`config.mk`:
```
export PLATFORM = sky130hd
export DESIGN_NAME = cfg_serial_bank
export DESIGN_NICKNAME = d
export VERILOG_FILES = /design/src/rtl/cfgsb_pkg.sv /design/src/rtl/cfgsb_front.sv /design/src/rtl/cfgsb_regs.sv /design/src/rtl/cfgsb_rdback.sv /design/src/rtl/cfgsb_outmux.sv /design/src/rtl/cfg_serial_bank.sv
export SDC_FILE = /design/constraint.sdc
export NUM_CORES = 1
export LEC_CHECK = 0
export BUFFER_PORTS_ARGS = -buffer_cell sky130_fd_sc_hd__buf_4
export CAP_MARGIN = 10
export CORE_ASPECT_RATIO = 1.2
export CORE_UTILIZATION = 51
export DETAILED_ROUTE_END_ITERATION = 6
export PLACE_DENSITY = 0.77
export SYNTH_ARGS = -nofsm -noshare
export SYNTH_HDL_FRONTEND = slang
export SYNTH_SLANG_ARGS = --single-unit
export TNS_END_PERCENT = 10
```
`constraint.sdc`:
```
create_clock -name clk_i -period 5.2 [get_ports clk_i]
set_input_delay 0.52 -clock clk_i [delete_from_list [all_inputs] [get_ports clk_i]]
set_output_delay 0.52 -clock clk_i [all_outputs]
set_load 0.005 [all_outputs]
```
`src/rtl/cfgsb_pkg.sv`:
```
package cfgsb_pkg;
  localparam int FRAME_W   = 32;
  localparam int ADDR_W    = 3;
  localparam int DATA_W    = FRAME_W - ADDR_W - 1;
  localparam int RB_W      = DATA_W + 1;
  localparam int NUM_RW    = 5;
  localparam int STAT_ADDR = 6;
  localparam int ADC_W     = 7;
  localparam int SEL_W     = 4;
  localparam int RDIV_W    = 10;
  localparam int RHALF_W   = RDIV_W / 2;
  localparam int NDIV_W    = 16;
  localparam int NLO_W     = 12;
  localparam int FRAC_W    = 12;

  typedef enum logic [SEL_W-1:0] {
    SEL_HIZ   = 4'b0000,
    SEL_HI    = 4'b0001,
    SEL_LO    = 4'b0010,
    SEL_RDIV  = 4'b0011,
    SEL_NDIV  = 4'b0100,
    SEL_ALOCK = 4'b0101,
    SEL_DLOCK = 4'b0110,
    SEL_SPI   = 4'b0111,
    SEL_SYNC  = 4'b1000,
    SEL_FAST  = 4'b1100,
    SEL_RHALF = 4'b1101,
    SEL_NHALF = 4'b1110
  } mux_sel_e;
endpackage

```
`src/rtl/cfgsb_front.sv`:
```
module cfgsb_front
  import cfgsb_pkg::*;
#(
  parameter int SYNC_STAGES = 2
) (
  input  logic               clk_i,
  input  logic               rst_ni,
  input  logic               sclk_i,
  input  logic               sdata_i,
  input  logic               sload_i,
  output logic               sclk_rise_o,
  output logic               frame_vld_o,
  output logic [FRAME_W-1:0] frame_o
);
  localparam int MSB = SYNC_STAGES - 1;

  logic [SYNC_STAGES-1:0] sclk_q, sdat_q, sld_q;
  logic                   sclk_d, sld_d;
  logic [FRAME_W-1:0]     shift_q;

  always_ff @(posedge clk_i or negedge rst_ni) begin
    if (!rst_ni) begin
      sclk_q <= '0;
      sdat_q <= '0;
      sld_q  <= '0;
      sclk_d <= 1'b0;
      sld_d  <= 1'b0;
    end else begin
      sclk_q <= {sclk_q[MSB-1:0], sclk_i};
      sdat_q <= {sdat_q[MSB-1:0], sdata_i};
      sld_q  <= {sld_q[MSB-1:0], sload_i};
      sclk_d <= sclk_q[MSB];
      sld_d  <= sld_q[MSB];
    end
  end

  assign sclk_rise_o = sclk_q[MSB] & ~sclk_d;
  assign frame_vld_o = sld_q[MSB] & ~sld_d;
  assign frame_o     = shift_q;

  always_ff @(posedge clk_i or negedge rst_ni) begin
    if (!rst_ni) shift_q <= '0;
    else if (sclk_rise_o && !sld_q[MSB]) shift_q <= {shift_q[FRAME_W-2:0], sdat_q[MSB]};
  end
endmodule

```
`src/rtl/cfgsb_regs.sv`:
```
module cfgsb_regs
  import cfgsb_pkg::*;
(
  input  logic                          clk_i,
  input  logic                          rst_ni,
  input  logic                          frame_vld_i,
  input  logic [FRAME_W-1:0]            frame_i,
  input  logic [ADC_W-1:0]              adc_i,
  input  logic                          adc_vld_i,
  output logic [NUM_RW-1:0][DATA_W-1:0] words_o,
  output logic [RDIV_W-1:0]             ref_div_o,
  output logic                          ref_dbl_o,
  output logic                          ref_half_o,
  output logic [FRAC_W-1:0]             modulus_o,
  output logic                          wr0_o,
  output logic                          rd_req_o,
  output logic [RB_W-1:0]               rd_word_o,
  output logic                          por_o
);
  // frame bit positions minus ADDR_W
  localparam int RLO_LSB = 15 - ADDR_W;
  localparam int DBL_B   = 20 - ADDR_W;
  localparam int HALF_B  = 21 - ADDR_W;
  localparam int PAD_W   = DATA_W - 2 - ADC_W;

  logic [ADDR_W-1:0] addr;
  logic              is_rd, is_wr;
  logic [DATA_W-1:0] data;
  logic [DATA_W-1:0] word_q [NUM_RW];
  logic [DATA_W-1:0] sel_word;
  logic              por_q;

  assign addr  = frame_i[ADDR_W-1:0];
  assign is_rd = frame_i[FRAME_W-1];
  assign is_wr = frame_vld_i & ~is_rd;
  assign data  = frame_i[FRAME_W-2:ADDR_W];
  assign wr0_o = is_wr && (addr == '0);

  for (genvar g = 0; g < NUM_RW; g++) begin : g_word
    always_ff @(posedge clk_i or negedge rst_ni) begin
      if (!rst_ni) word_q[g] <= '0;
      else if (is_wr && addr == ADDR_W'(g)) word_q[g] <= data;
    end
    assign words_o[g] = word_q[g];
  end

  always_ff @(posedge clk_i or negedge rst_ni) begin
    if (!rst_ni) begin
      ref_div_o  <= '0;
      ref_dbl_o  <= 1'b0;
      ref_half_o <= 1'b0;
      modulus_o  <= '0;
    end else if (wr0_o) begin
      ref_div_o  <= {word_q[1][RLO_LSB +: RHALF_W], word_q[2][RLO_LSB +: RHALF_W]};
      ref_dbl_o  <= word_q[2][DBL_B];
      ref_half_o <= word_q[2][HALF_B];
      modulus_o  <= word_q[2][FRAC_W-1:0];
    end
  end

  assign rd_req_o = frame_vld_i && is_rd &&
                    ((int'(addr) < NUM_RW) || (int'(addr) == STAT_ADDR));

  always_comb begin
    sel_word = '0;
    if (int'(addr) == STAT_ADDR) begin
      sel_word = {{PAD_W{1'b0}}, por_q, adc_vld_i, adc_i};
    end else begin
      for (int i = 0; i < NUM_RW; i++)
        if (addr == ADDR_W'(i)) sel_word = word_q[i];
    end
  end

  assign rd_word_o = {1'b0, sel_word};

  always_ff @(posedge clk_i or negedge rst_ni) begin
    if (!rst_ni) por_q <= 1'b1;
    else if (rd_req_o && int'(addr) == STAT_ADDR) por_q <= 1'b0;
  end

  assign por_o = por_q;
endmodule

```
`src/rtl/cfgsb_rdback.sv`:
```
module cfgsb_rdback
  import cfgsb_pkg::*;
(
  input  logic            clk_i,
  input  logic            rst_ni,
  input  logic            rd_req_i,
  input  logic [RB_W-1:0] rd_word_i,
  input  logic            sclk_rise_i,
  output logic            bit_o
);
  localparam int CNT_W = $clog2(RB_W + 1);

  logic [RB_W-1:0]  word_q;
  logic [CNT_W-1:0] left_q;
  logic             bit_q;

  always_ff @(posedge clk_i or negedge rst_ni) begin
    if (!rst_ni) begin
      word_q <= '0;
      left_q <= '0;
      bit_q  <= 1'b0;
    end else if (rd_req_i) begin
      word_q <= rd_word_i;
      left_q <= CNT_W'(RB_W);
    end else if (sclk_rise_i && left_q != '0) begin
      bit_q  <= word_q[RB_W-1];
      word_q <= {word_q[RB_W-2:0], 1'b0};
      left_q <= left_q - 1'b1;
    end
  end

  assign bit_o = bit_q;
endmodule

```
`src/rtl/cfgsb_outmux.sv`:
```
module cfgsb_outmux
  import cfgsb_pkg::*;
(
  input  logic             clk_i,
  input  logic             rst_ni,
  input  logic [SEL_W-1:0] sel_i,
  input  logic             rdiv_i,
  input  logic             ndiv_i,
  input  logic             lock_i,
  input  logic             fastlock_i,
  input  logic             rb_bit_i,
  output logic             mux_o,
  output logic             mux_oe_o,
  output logic [1:0]       half_o
);
  logic [1:0] src;
  assign src = {ndiv_i, rdiv_i};

  for (genvar g = 0; g < 2; g++) begin : g_half
    logic src_d, tog_q;
    always_ff @(posedge clk_i or negedge rst_ni) begin
      if (!rst_ni) begin
        src_d <= 1'b0;
        tog_q <= 1'b0;
      end else begin
        src_d <= src[g];
        if (src[g] && !src_d) tog_q <= ~tog_q;
      end
    end
    assign half_o[g] = tog_q;
  end

  always_comb begin
    mux_o    = 1'b0;
    mux_oe_o = 1'b1;
    unique case (mux_sel_e'(sel_i))
      SEL_HI:    mux_o = 1'b1;
      SEL_LO:    mux_o = 1'b0;
      SEL_RDIV:  mux_o = rdiv_i;
      SEL_NDIV:  mux_o = ndiv_i;
      SEL_ALOCK,
      SEL_DLOCK: mux_o = lock_i;
      SEL_SPI:   mux_o = rb_bit_i;
      SEL_FAST:  mux_o = fastlock_i;
      SEL_RHALF: mux_o = half_o[0];
      SEL_NHALF: mux_o = half_o[1];
      default:   mux_oe_o = 1'b0;
    endcase
  end
endmodule

```
`src/rtl/cfg_serial_bank.sv`:
```
module cfg_serial_bank
  import cfgsb_pkg::*;
#(
  parameter int SYNC_STAGES = 2
) (
  input  logic               clk_i,
  input  logic               rst_ni,
  input  logic               sclk_i,
  input  logic               sdata_i,
  input  logic               sload_i,
  input  logic [ADC_W-1:0]   adc_i,
  input  logic               adc_vld_i,
  input  logic               rdiv_i,
  input  logic               ndiv_i,
  input  logic               lock_i,
  input  logic               fastlock_i,
  output logic               mux_o,
  output logic               mux_oe_o,
  output logic [NDIV_W-1:0]  int_div_o,
  output logic [FRAC_W-1:0]  frac_o,
  output logic [FRAC_W-1:0]  phase_o,
  output logic               prescale_o,
  output logic [RDIV_W-1:0]  ref_div_o,
  output logic               ref_dbl_o,
  output logic               ref_half_o,
  output logic [FRAC_W-1:0]  modulus_o,
  output logic [1:0]         sd_mode_o,
  output logic               slip_red_o,
  output logic [3:0]         cp_cur_o,
  output logic [DATA_W-1:0]  ctl3_o,
  output logic [DATA_W-1:0]  ctl4_o
);
  localparam int NHI_W = NDIV_W - NLO_W;

  logic                          sclk_rise, frame_vld, wr0, rd_req, por, rb_bit;
  logic [FRAME_W-1:0]            frame_w;
  logic [NUM_RW-1:0][DATA_W-1:0] words;
  logic [RB_W-1:0]               rd_word;
  logic [SEL_W-1:0]              mux_sel;
  logic [1:0]                    half;

  cfgsb_front #(.SYNC_STAGES(SYNC_STAGES)) u_front (
    .clk_i, .rst_ni, .sclk_i, .sdata_i, .sload_i,
    .sclk_rise_o (sclk_rise),
    .frame_vld_o (frame_vld),
    .frame_o     (frame_w)
  );

  cfgsb_regs u_regs (
    .clk_i, .rst_ni,
    .frame_vld_i (frame_vld),
    .frame_i     (frame_w),
    .adc_i, .adc_vld_i,
    .words_o     (words),
    .ref_div_o, .ref_dbl_o, .ref_half_o, .modulus_o,
    .wr0_o       (wr0),
    .rd_req_o    (rd_req),
    .rd_word_o   (rd_word),
    .por_o       (por)
  );

  cfgsb_rdback u_rdback (
    .clk_i, .rst_ni,
    .rd_req_i    (rd_req),
    .rd_word_i   (rd_word),
    .sclk_rise_i (sclk_rise),
    .bit_o       (rb_bit)
  );

  // word fields, frame bit minus ADDR_W
  assign mux_sel    = words[0][DATA_W-1 -: SEL_W];
  assign int_div_o  = {words[1][DATA_W-1 -: NHI_W], words[0][FRAC_W +: NLO_W]};
  assign frac_o     = words[0][FRAC_W-1:0];
  assign phase_o    = words[1][FRAC_W-1:0];
  assign prescale_o = words[1][25-ADDR_W];
  assign sd_mode_o  = words[2][DATA_W-1 -: 2];
  assign slip_red_o = words[2][28-ADDR_W];
  assign cp_cur_o   = words[2][24-ADDR_W +: 4];
  assign ctl3_o     = words[3];
  assign ctl4_o     = words[4];

  cfgsb_outmux u_outmux (
    .clk_i, .rst_ni,
    .sel_i      (mux_sel),
    .rdiv_i, .ndiv_i, .lock_i, .fastlock_i,
    .rb_bit_i   (rb_bit),
    .mux_o, .mux_oe_o,
    .half_o     (half)
  );
endmodule

```
==> Yosys cells after proc, flatten, opt, wreduce, memory -nomap -nowiden <==
Index checks and enable logic that the tools add are counted.
W data, S select, Z words.
{ "word_totals": {"regBits": 244, "input_bits": 17, "output_inout_bits": 130, "word_cells": 83} }
{ "op_classes": {"n_addsub": 1, "magnitude_cmp": 1, "eq_ne": 15, "n_mux": 12, "bitwise": 9, "reduce_logical": 22} }
{ "ops": {"columns": ["op", "count"], "rows": [
  ["$mux W28", 6],
  ["$mux W29", 2],
  ["$eq A4 B3 Y1 const B", 4],
  ["$eq A4 B4 Y1 const B", 3],
  ["$logic_and A1 B1 Y1", 12],
  ["$mux W5", 2],
  ["$reduce_or A10 Y1", 1],
  ["$eq A3 B2 Y1 const B", 3],
  ["$eq A4 B2 Y1 const B", 2],
  ["$pmux W1 S8", 1],
  ["$not A1 Y1", 6],
  ["$reduce_bool A5 Y1", 1],
  ["$sub A5 B1 Y5 const B", 1],
  ["$eq A4 B1 Y1 const B", 1],
  ["$and A1 B1 Y1", 3],
  ["$eq A3 B1 Y1 const B", 1],
  ["$eq A3 B3 Y1 const B", 1],
  ["$logic_not A1 Y1", 3],
  ["$logic_not A3 Y1", 1],
  ["$lt A3 B3 Y1 const B", 1],
  ["$reduce_and A2 Y1", 1],
  ["$reduce_bool A2 Y1", 1],
  ["$reduce_or A2 Y1", 1],
  ["$logic_or A1 B1 Y1", 1],
  ["$mux W1", 1]
]} }

==> Depth between registers and ports, before layout <==
{ "logic_depth": {"depth_word": 8, "depth_mapped": 8} }

==> Hierarchy <==
Synthesis repeated with hierarchy kept, for this count alone.
{ "unflattened": {"hier_cells": 849, "area_unflattened_um2": 11066.9} }
{ "modules_own_cells": {"columns": ["module", "instances", "cells_per_inst", "area_per_inst_um2", "seq_area_each_um2"], "rows": [
  ["cfgsb_regs", 1, 552, 7578.5, 4130.2],
  ["cfgsb_rdback", 1, 193, 1790.5, 875.8],
  ["cfgsb_front", 1, 78, 1426.4, 1001.0],
  ["cfgsb_outmux", 1, 26, 271.5, 100.1]
]} }

==> Least setup slack after synthesis <==
Ideal clock, no wire load.
{ "synth_path": {"path_type": "register to register", "startpoint": "register u_rdback.left_q[0]", "endpoint": "register u_rdback.word_q[3]", "setup_time_ns": 0.142, "arrival_ns": 1.666, "t_required_ns": 5.058, "slack_ns": 3.391, "stages_incl_launch_ff": 9, "synth_period_minus_slack_ns": 1.809, "cell_sequence": "dfrtp_1 > inv_1 > ha_1 > or3b_1 > o21a_1 > buf_6 > buf_6 > mux2i_1 > o221ai_1"} }
{ "synth_between": {"elab_chain_len": 3} }
{ "synth_lines": {"columns": ["item", "line_no", "source"], "rows": [
  ["start, declared", "cfgsb_rdback.sv:14", "logic [CNT_W-1:0] left_q;"],
  ["start signal, assigned", "cfgsb_rdback.sv:24", "left_q <= CNT_W'(RB_W);"],
  ["start signal, assigned", "cfgsb_rdback.sv:28", "left_q <= left_q - 1'b1;"],
  ["$reduce_bool A5 Y1", "cfgsb_rdback.sv:25", "end else if (sclk_rise_i && left_q != '0) begin"],
  ["$logic_and A1 B1 Y1", "cfgsb_rdback.sv:25", null],
  ["$reduce_bool A2 Y1 (no source line)", null, null],
  ["end signal, assigned", "cfgsb_rdback.sv:23", "word_q <= rd_word_i;"],
  ["end signal, assigned", "cfgsb_rdback.sv:27", "word_q <= {word_q[RB_W-2:0], 1'b0};"],
  ["end, declared", "cfgsb_rdback.sv:13", "logic [RB_W-1:0] word_q;"]
]} }
Every way passes these cells.
A chain may end at the register's enable or synchronous reset.

==> Final worst setup path <==
{ "layout_path": {"startpoint": "register u_front.shift_q[2], in the netlist u_front.frame_o[2]", "endpoint": "register u_regs.word_q (netlist bit u_regs.words_o[120])"} }
{ "layout_between": {"elab_chain_len": 2} }
{ "layout_lines": {"columns": ["item", "line_no", "source"], "rows": [
  ["start, declared", "cfgsb_front.sv:19", "logic [FRAME_W-1:0] shift_q;"],
  ["start signal, assigned", "cfgsb_front.sv:43", "else if (sclk_rise_o && !sld_q[MSB]) shift_q <= {shift_q[FRAME_W-2:0], sdat_q[MSB]};"],
  ["$eq A3 B3 Y1", "cfgsb_regs.sv:42", "else if (is_wr && addr == ADDR_W'(g)) word_q[g] <= data;"],
  ["$logic_and A1 B1 Y1", "cfgsb_regs.sv:42", null],
  ["end signal, assigned by index", "cfgsb_regs.sv:42", null],
  ["end, declared", "cfgsb_regs.sv:29", "logic [DATA_W-1:0] word_q [NUM_RW];"]
]} }
Every way passes these cells.

==> flow_summary.yaml <==
placement:
  dp_hpwl_mm: 14.68
  portBuffers: 146
  place_area_um2: 11710
  pre_cts_slack_ps: 2063
  gp_congestion: 0.7617
synth:
  synthCells: 844
  synth_area_leaders: "dfrtp_1 (54%), mux2_2 (19%), buf_4 (7.2%)"
  syn_area_um2: 11210
  avgSynthCellArea_um2: 13.29
  synth_ff_type: "dfrtp_1"
  synth_common_cells: "dfrtp_1 (243), mux2_2 (191), buf_4 (107)"
  ys_types: 43
  synth_seq_cells: 244
  ys_seq_area_share_pct: 54.46
  synth_edf_count: 0
  async_flop_share_pct: 100.0
  yosysWarnings: 0
  synth.top_cell.area_share_pct: 54.23
  synthMostInstantiatedCell: "dfrtp_1"
  syn_nets: 862
  yosysTopAreaCell: "dfrtp_1"
sta:
  finalHoldViolCount: 0
  rsz0062_at_grt: "no"
  fin_crit_sh_pct: 61.29
  final.setup.tns_ps: 0
  slew_headroom_pct: 28.50
  worst_slack_ps: 2013
  period_minus_slack_ps: 3187
  skew_ps: 8.195
  worst_pin_slew_ps: 1070
  slew_violations: 0
  fmax_ghz: 0.3137
  setup_viol: 0
power_and_ir_drop:
  p_comb_share_pct: 12.7
  p_per_area_nw_per_um2: 362.7
  seq_power_share_pct: 46.8
  internal_power_mw: 3.394
  irDropWorstVdd_uv: 243.9
  net-switching-power_mw: 1.166
  p_clk_share_pct: 40.5
  p_leak_nw: 6.170
  netSwitchingFraction_pct: 25.58
finish:
  layout-drive-gt1-share_pct: 44.61
  fillers: 1745
  seq_area_um2: 6111
  nets: 890
  multi_input_area_um2: 4086
  num_antenna_cells: 0
  final_area_um2: 12580
  area_growth_pct: 12.15
floorplan:
  ioPinCount: 147
  core_um2: 21630
  floorplan.initialDensity_pct: 51.84
  die_area_um2: 22590
  num_rows: 59
  die_h_um: 164.4
  fp.dieW_um: 137.4
worst_setup_path:
  r2r-end: "u_regs.words_o[120]"
  start_kind: "register"
  cp_max_fo: 28
  cp-startpoint: "u_front.frame_o[2]"
  r2r_cells: 3
  arrival_ps: 3590
  reg2reg_slack_ps: 2010
  critical_path_class: "register to register"
  reg2reg_from: "u_front.frame_o[2]"
  critPathCaptureType: "register"
  crit_required_ps: 5600
global_route:
  overflow: 0
  antenna_found_initial: 0
  grt_pass1_wl_mm: 37.20
  grt_max_degree: 130
  grt_usage_pct: 21.32
  grt_pass1_vias: 6785
clocking:
  clkSinkCount: 244
  htree_levels: 1
  cts_made_buffers: 25
  clkLatencyLatePin_ps: 520
  cts_setup_buffers: 0
  clk_pin_slew_worst_paths_ps: 60
  cts_max_path_buffers: 3
  clock_tree.root_cell: "clkbuf_16"
  cts_resized: 0
  cts_tree: "yes"
  hold_buffers: 0
hold_path:
  hold_end: "u_front.sld_q[0]"
  whs_path_depth: 1
  hold_start: "sload_i"
  hp-class: "input port to register"
run_status:
  status: "completed"
route:
  wl_mm: 23.33
  first_pass_iters: 4
  ant_nets: 0
  drt_iter0_drc: 383
  via_per_inst: 5.683
  vias: 6615
  drc: 0
  wl_per_cell_um: 20.05
run:
  drv_cap: 0
## layer usage
| metal | up-vias | global-route usage [%] | share of wire [%] | wire length [um] |
|---|---|---|---|---|
| li1 | 2995 | - | - | - |
| met1 | 3413 | 28.85 | 44 | 10190 |
| met2 | 170 | 35.77 | 50 | 11630 |
| met3 | 37 | 2.824 | 4.4 | 1029 |
| met4 | 0 | 6.244 | 2.1 | 479 |
| met5 | - | 0 | 0 | 0 |
## state kept, by name, summed over array words and instances, names as in the netlist, 2 cells and up
register	flops
u_outmux.g_half.src_d	2
u_regs.modulus_o	12
u_front.frame_o	32
u_front.sclk_q	2
u_regs.words_o	140
u_front.sld_q	2
u_front.sdat_q	2
u_outmux.g_half.tog_q	2
u_rdback.word_q	29
u_regs.ref_div_o	10
u_rdback.left_q	5
## cells in the final DEF, fill, tap and decap left out, drive strengths merged
cell type / n
clkbuf: 39
mux2: 196
nand2b: 4
dfrtp: 243
clkinv: 3
o2bb2ai: 1
o211ai: 1
or2: 2
a211oi: 2
o22ai: 47
ha: 1
o21ai: 12
mux2i: 79
nor2: 13
inv: 5
and2: 1
a21o: 4
nand3: 4
a21oi: 6
o221ai: 8
bufinv: 2
xnor2: 3
xor2: 1
o21a: 1
buf: 151
nand2: 20
nor2b: 2
nand3b: 2
or3b: 1
dfstp: 1
and2b: 2
nor3b: 3
a31oi: 27
nor3: 2
nor4: 1
## cell families (layout without fill, tap and decap cells)
logic type | after synthesis | in the layout | synth area share, %
muxes | 275 | 275 | 26.74
buffers and inverters | 154 | 200 | 9.272
DFF | 244 | 244 | 54.46
AOI/OAI and AO/OA | 109 | 109 | 6.171
xor gates and xnor gates | 4 | 4 | 0.3125
adders and majority gates | 1 | 1 | 0.1116
and+or+nand+nor | 57 | 57 | 2.934
## worst max-delay path: stages, from the launching register on
cell and delay [ps]:
dfrtp_1 810, and2b_1 810, nand3_2 870, mux2_2 550
## cell type report
cell class / count / area share (%)
clock buffers: 39 / 6.109
clock inverters: 6 / 0.7860
inverters: 4 / 0.1194
multi-input cells: 446 / 32.49
flip-flops and latches: 244 / 48.59
well taps: 274 / 2.726
repair buffers: 151 / 9.173
## how the worst max path moves through the flow
stage | end | slack (ps) | depth (start not counted)
2_1_floorplan | u_rdback.word_q[3] | 3390 | 8
3_3_place_gp | u_regs.words_o[116] | 2140 | 3
3_5_place_dp | u_regs.words_o[117] | 2060 | 3
4_1_cts | u_regs.words_o[117] | 2020 | 3
5_1_grt | u_regs.words_o[120] | 1800 | 3
6_report | u_regs.words_o[120] | 2010 | 3
## metrics by stage
step	hold WS [ps]	power [mW]	cells	util, %
6_report	103.1	4.561	1164	58.14
5_1_grt	91.22	4.730	1164	58.14
4_1_cts	91.63	4.602	1164	58.14
3_5_place_dp	358.2	2.750	1119	54.13
3_3_place_gp	339.6	2.735	1119	54.13
2_1_floorplan	224.4	2.542	844	-
## power groups by stage
| stage | combinational [mW] | clock (mW) | sequential (mW) |
|---|---|---|---|
| 3_3_place_gp | 0.569 | 0 | 2.17 |
| 3_5_place_dp | 0.583 | 0 | 2.17 |
| 2_1_floorplan | 0.438 | 0 | 2.10 |
| 6_report | 0.579 | 1.85 | 2.13 |
| 5_1_grt | 0.622 | 1.96 | 2.15 |
| 4_1_cts | 0.585 | 1.88 | 2.13 |
No activity file was read; power rests on OpenSTA's default activity.
